<file path="src/rtl/wt_pkg.sv">
package wt_pkg;
  localparam int CTRL_W   = 8;
  localparam int SEL_W    = 3;
  localparam int B_WDSEL  = 7;
  localparam int B_STAB   = 6;
  localparam int B_IE     = 5;
  localparam int B_FLAG   = 4;
  localparam int B_CLR    = 3;

  typedef struct packed {
    logic             wdsel;
    logic             ie;
    logic             flag;
    logic [SEL_W-1:0] sel;
  } ctrl_t;
endpackage

</file>
<file path="src/rtl/wt_rst_sync.sv">
module wt_rst_sync (
  input  logic clk,
  input  logic rst_n,
  output logic rst_int_n
);
  logic s1_q, s2_q;

  always_ff @(posedge clk or negedge rst_n) begin
    if (!rst_n) begin
      s1_q <= 1'b0;
      s2_q <= 1'b0;
    end else begin
      s1_q <= 1'b1;
      s2_q <= s1_q;
    end
  end

  assign rst_int_n = s2_q;
endmodule

</file>
<file path="src/rtl/wt_counter.sv">
module wt_counter #(
  parameter int CNT_W    = 15,
  parameter int SEL_W    = 3,
  parameter int TAP_BASE = 7
) (
  input  logic             clk,
  input  logic             rst_n,
  input  logic             clr,
  input  logic [SEL_W-1:0] sel,
  output logic [CNT_W-1:0] count,
  output logic             tap_carry
);
  localparam int NTAP = 1 << SEL_W;

  logic [CNT_W-1:0] cnt_q, cnt_d;
  logic [NTAP-1:0]  carry_vec;

  generate
    for (genvar i = 0; i < NTAP; i++) begin : g_tap
      assign carry_vec[i] = &cnt_q[TAP_BASE+i:0];
    end
  endgenerate

  always_comb begin
    if (clr) cnt_d = '0;
    else     cnt_d = cnt_q + 1'b1;
  end

  always_ff @(posedge clk or negedge rst_n) begin
    if (!rst_n) cnt_q <= '0;
    else        cnt_q <= cnt_d;
  end

  assign tap_carry = ~clr & carry_vec[sel];
  assign count     = cnt_q;
endmodule

</file>
<file path="src/rtl/wt_stab.sv">
module wt_stab #(
  parameter int STAB_LOG2 = 14
) (
  input  logic clk,
  input  logic rst_n,
  output logic done
);
  localparam logic [STAB_LOG2-1:0] LAST = '1;

  logic [STAB_LOG2-1:0] cnt_q, cnt_d;
  logic                 done_q, done_d;
  logic                 en;

  assign en = ~done_q;

  always_comb begin
    cnt_d  = cnt_q + 1'b1;
    done_d = (cnt_q == LAST);
  end

  always_ff @(posedge clk or negedge rst_n) begin
    if (!rst_n) begin
      cnt_q  <= '0;
      done_q <= 1'b0;
    end else if (en) begin
      cnt_q  <= cnt_d;
      done_q <= done_d;
    end
  end

  assign done = done_q;
endmodule

</file>
<file path="src/rtl/wt_ctrl.sv">
module wt_ctrl
  import wt_pkg::*;
(
  input  logic              clk,
  input  logic              rst_n,
  input  logic              wr_en,
  input  logic [CTRL_W-1:0] wr_data,
  input  logic              tap_carry,
  input  logic              tb_tick,
  input  logic              stab_done,
  output logic [SEL_W-1:0]  sel,
  output logic              cnt_clr,
  output logic [CTRL_W-1:0] rd_data,
  output logic              irq,
  output logic              wdog_tick
);
  ctrl_t ctrl_q, ctrl_d;
  logic  wdog_q, wdog_d;
  logic  unused_wbits;

  assign unused_wbits = wr_data[B_STAB];

  always_comb begin
    ctrl_d = ctrl_q;
    if (wr_en) begin
      ctrl_d.wdsel = wr_data[B_WDSEL];
      ctrl_d.ie    = wr_data[B_IE];
      ctrl_d.sel   = wr_data[SEL_W-1:0];
      if (!wr_data[B_FLAG]) ctrl_d.flag = 1'b0;
    end
    if (tap_carry) ctrl_d.flag = 1'b1;
    wdog_d = ctrl_q.wdsel ? tb_tick : tap_carry;
  end

  always_ff @(posedge clk or negedge rst_n) begin
    if (!rst_n) begin
      ctrl_q <= '0;
      wdog_q <= 1'b0;
    end else begin
      ctrl_q <= ctrl_d;
      wdog_q <= wdog_d;
    end
  end

  assign cnt_clr   = wr_en & ~wr_data[B_CLR];
  assign sel       = ctrl_q.sel;
  assign irq       = ctrl_q.flag & ctrl_q.ie;
  assign wdog_tick = wdog_q;
  assign rd_data   = {ctrl_q.wdsel, stab_done, ctrl_q.ie, ctrl_q.flag, 1'b1, ctrl_q.sel};
endmodule

</file>
<file path="src/rtl/watch_timer.sv">
module watch_timer #(
  parameter int CNT_W     = 15,
  parameter int TAP_BASE  = 7,
  parameter int STAB_LOG2 = 14
) (
  input  logic       clk,
  input  logic       rst_n,
  input  logic       wr_en,
  input  logic [7:0] wr_data,
  input  logic       tb_tick,
  output logic [7:0] rd_data,
  output logic       irq,
  output logic       wdog_tick
);
  import wt_pkg::*;

  logic             rst_int_n;
  logic [SEL_W-1:0] sel;
  logic             cnt_clr;
  logic             tap_carry;
  logic [CNT_W-1:0] count_q;
  logic             stab_done;
  logic             unused_cnt;

  assign unused_cnt = ^count_q;

  wt_rst_sync u_rst (
    .clk       (clk),
    .rst_n     (rst_n),
    .rst_int_n (rst_int_n)
  );

  wt_counter #(.CNT_W(CNT_W), .SEL_W(SEL_W), .TAP_BASE(TAP_BASE)) u_cnt (
    .clk       (clk),
    .rst_n     (rst_int_n),
    .clr       (cnt_clr),
    .sel       (sel),
    .count     (count_q),
    .tap_carry (tap_carry)
  );

  wt_stab #(.STAB_LOG2(STAB_LOG2)) u_stab (
    .clk   (clk),
    .rst_n (rst_int_n),
    .done  (stab_done)
  );

  wt_ctrl u_ctrl (
    .clk       (clk),
    .rst_n     (rst_int_n),
    .wr_en     (wr_en),
    .wr_data   (wr_data),
    .tap_carry (tap_carry),
    .tb_tick   (tb_tick),
    .stab_done (stab_done),
    .sel       (sel),
    .cnt_clr   (cnt_clr),
    .rd_data   (rd_data),
    .irq       (irq),
    .wdog_tick (wdog_tick)
  );
endmodule

</file>
<file path="config.mk">
export PLATFORM = sky130hd
export DESIGN_NAME = watch_timer
export DESIGN_NICKNAME = d
export VERILOG_FILES = /design/src/rtl/wt_pkg.sv /design/src/rtl/wt_rst_sync.sv /design/src/rtl/wt_counter.sv /design/src/rtl/wt_stab.sv /design/src/rtl/wt_ctrl.sv /design/src/rtl/watch_timer.sv
export SDC_FILE = /design/constraint.sdc
export NUM_CORES = 1
export LEC_CHECK = 0
export CAP_MARGIN = 5
export CORE_MARGIN = 4
export CORE_UTILIZATION = 58
export CTS_CLUSTER_SIZE = 10
export DETAILED_ROUTE_END_ITERATION = 16
export PLACE_DENSITY = 0.8
export SYNTH_ARGS = -nofsm -noshare
export SYNTH_HDL_FRONTEND = slang
export SYNTH_HIERARCHICAL = 1
export SYNTH_SLANG_ARGS = --single-unit
</file>
<file path="constraint.sdc">
create_clock -name clk -period 2 [get_ports clk]
set_input_delay 0.6 -clock clk [delete_from_list [all_inputs] [get_ports clk]]
set_output_delay 0.6 -clock clk [all_outputs]
set_load 0.005 [all_outputs]
</file>
==> metrics.yaml <==
power_and_ir_drop:
  p_int_uw: 1156
  power_frac_seq_pct: 58.0
  power_switching_uw: 387.4
  cellPowerDensity_nw_per_um2: 664.7
  power_frac_comb_pct: 12.5
  clockPowerShare_pct: 29.5
  p_leak_uw: 0.001109
  ir_drop_v: 0.0005711
  swShare_pct: 25.10
floorplanning:
  die_w_um: 65.70
  pin_count: 22
  dieHeight_um: 65.70
  row_count: 20
  die_area_um2: 4316
  start_util_pct: 61.72
  coreArea_um2: 3128
flow_run:
  drv_cap: 0
timing:
  fmax_ghz: 0.5220
  period_share_pct: 95.78
  finalSetupViolCount: 0
  slew-limit-headroom_pct: 61.59
  period_needed_ns: 1.916
  grt_setup_unrepaired: "no"
  finalHoldViolCount: 0
  hold-worst-slack_ns: 0.2286
  drv_slew: 0
  worst_pin_slew_ns: 0.5761
  skew_ns: 0.01183
routing:
  wirelength_um: 3733
  drc: 0
  dr.pass1.iters: 4
  wl_per_cell_um: 15.55
  vias: 1298
  drt_iter0_drc: 85
  ant_nets: 0
  viasPerCell: 5.408
worst_setup_path:
  slowest_stage: "clkdlybuf4s50_1"
  path_delay_family: "buffers and inverters"
  path_class: "flop to output pin"
  path_buf_inv: 1
  worstPathRequired_ns: 1.40
  cp-end-kind: "output pin"
  arrival_ns: 1.32
  cp_max_fo: 7
  critPathMaxStageDelay_ns: 0.53
  worstSetupStartpointType: "flop"
  path_cells: "clkdlybuf4s50_1"
synth:
  synthArstFlopShare_pct: 100.0
  ys_warn_count: 6
  synth_top_area_share_pct: 50.55
  synth_largest_area_cell: "dfrtp_1"
  yosys-top-cells-area: "dfrtp_1 (51%), xor2_1 (5.4%), mux2_4 (4.7%)"
  synth_area_um2: 1931
  ys_seq_elements: 39
  syn_avg_cell_area_um2: 11.77
  synth_edf_count: 0
  seq_area_frac_synth_pct: 50.55
  ys.flop_type: "dfrtp_1"
  synth.most_common_cell: "dfrtp_1"
  syn-num-nets: 179
  synth.distinct_cells: 38
  synth_common_cells: "dfrtp_1 (39), nor2_1 (14), xor2_1 (12)"
  synthCells: 164
clocking:
  clkLatencyLatePin_ns: 0.34
  cts_inserted_buffers: 5
  cts_tree: "built"
  htree_levels: 2
  cts.path.max_buffers: 2
  clock_sinks: 39
  clkTransAtPathRegs_ns: 0.12
  cts-root-buf: "clkbuf_4"
  hold_buffers: 0
grt:
  grt_use_total_pct: 20.26
  grt_pass1_wl_um: 6506
  grt_max_degree: 16
  grt-ovfl-total: 0
  antenna_found_initial: 0
  grt_pass1_vias: 1382
final_layout:
  drive_gt1_share_pct: 25.51
  area_growth_pct: 20.29
  nNetsFinal: 210
  diodes: 0
  final_area_um2: 2322
  nFillCells: 221
run_status:
  status: "completed"
placement:
  port_buffers: 19
  routabilityCongestion: 0.8125
  dp_hpwl_um: 2789
  placed_cell_area_um2: 2202
hold_path:
  hp-class: "flop to async pin"
## cell type report
class / count / area (um2) / area share (%)
repair buffers: 32 / 290.3 / 12.50
multi-input cells: 113 / 913.4 / 39.33
well taps: 44 / 55.05 / 2.371
inverters: 4 / 15.01 / 0.6466
flip-flops and latches: 39 / 979.7 / 42.19
clock buffers: 8 / 68.82 / 2.963
## through the flow
step	utilization (%)	setup WS, ns	power (uW)	TNS (ns)	cells
5_1_grt	74.24	0.01798	1626	0	240
6_report	74.24	0.08434	1544	0	240
4_1_cts	72.80	0.006953	1547	0	238
3_5_place_dp	70.40	-0.06391	1086	-0.07708	230
3_3_place_gp	70.40	0.02770	1068	0	230
2_1_floorplan	-	0.08428	997.9	0	164
## what timing repair did
item                       in CTS  in global routing
pin swaps                       0                  2
setup endpoints to repair       3                  5
gates resized for setup         2                  9
cloned                          0                  0
buffers inserted                0                  2
## path summary, 6_finish.rpt
check                                           from                          end  slack, ns  depth (start not counted)
setup reg to reg            u_cnt/count[0]$_DFF_PN0_   u_ctrl/wdog_tick$_DFF_PN0_       0.17                          9
setup / recovery           u_ctrl/sel[1]$_DFFE_PN0P_                   rd_data[1]       0.08                          1
hold reg to reg            u_rst/rst_int_n$_DFF_PN0_  u_stab/cnt_q[7]$_DFFE_PN0N_       0.23                          0
max in group asynchronous  u_rst/rst_int_n$_DFF_PN0_        u_stab/done$_DFF_PN0_       1.17                          1
min in group clk                u_rst/s1_q$_DFF_PN0_    u_rst/rst_int_n$_DFF_PN0_       0.36                          0
hold / removal             u_rst/rst_int_n$_DFF_PN0_  u_stab/cnt_q[7]$_DFFE_PN0N_       0.23                          0
## per-layer routing
metal / up-vias / global-route usage [%] / share of wire (%)
li1: 626 / - / -
met3: 12 / 7.009 / 4.0
met2: 29 / 34.29 / 53
met1: 631 / 22.52 / 40
met5: - / 0 / 0
met4: 0 / 9.845 / 2.6
## state kept, by name, indices dropped and copies added (netlist names)
register          count
u_ctrl/rd_data        3
u_rst/s1_q            1
u_rst/rst_int_n       1
u_ctrl/sel            3
u_cnt/count          15
u_stab/cnt_q         14
u_stab/done           1
u_ctrl/wdog_tick      1
## power by group through the flow
stage / combinational [uW] / clock (uW) / sequential [uW]
4_1_cts: 181 / 475 / 891
5_1_grt: 211 / 509 / 907
3_5_place_dp: 180 / 0 / 906
6_report: 193 / 455 / 896
3_3_place_gp: 169 / 0 / 900
2_1_floorplan: 96.2 / 0 / 902
## cells in the final DEF, fill, tap and decap left out, types with 2 or more instances in the layout
| cell type | count |
|---|---|
| nand2_2 | 2 |
| nor3_1 | 4 |
| xor2_1 | 12 |
| nand4_1 | 5 |
| nor4_4 | 2 |
| dfrtp_1 | 36 |
| clkbuf_8 | 2 |
| xnor2_1 | 10 |
| buf_4 | 13 |
| clkbuf_4 | 5 |
| conb_1 | 2 |
| mux2_2 | 2 |
| nand3_2 | 3 |
| nand3_1 | 6 |
| o21ai_0 | 3 |
| nor2b_1 | 5 |
| clkdlybuf4s50_1 | 18 |
| dfrtp_2 | 3 |
| nor4_1 | 2 |
| nor2_1 | 14 |
| and2_1 | 2 |
| nor4_2 | 4 |
| mux2_4 | 6 |
| nand2_1 | 8 |
| nand2b_1 | 2 |
| inv_1 | 4 |
## worst register-to-register path: stages, from the launching register on
cell and delay [ns]:
dfrtp_1 0.41, ha_4 0.18, nand3_4 0.09, nor3_4 0.15, ha_2 0.20, mux2i_1 0.06
a221oi_1 0.24, o21ai_1 0.13, a21oi_2 0.17, mux2_2 0.16
## kinds of logic (layout without fill, tap and decap cells)
family / count (synthesis) / count (layout) / share of synthesized area (%)
DFF: 39 / 39 / 50.55
xor gates and xnor gates: 22 / 22 / 9.980
adders and majority gates: 3 / 3 / 1.944
and+or+nand+nor: 66 / 66 / 23.40
buffers and inverters: 12 / 44 / 3.694
AOI/OAI and AO/OA: 11 / 11 / 3.695
muxes: 9 / 9 / 6.351
other: 2 / 2 / 0.3890
No activity file was read; power rests on OpenSTA's default activity.
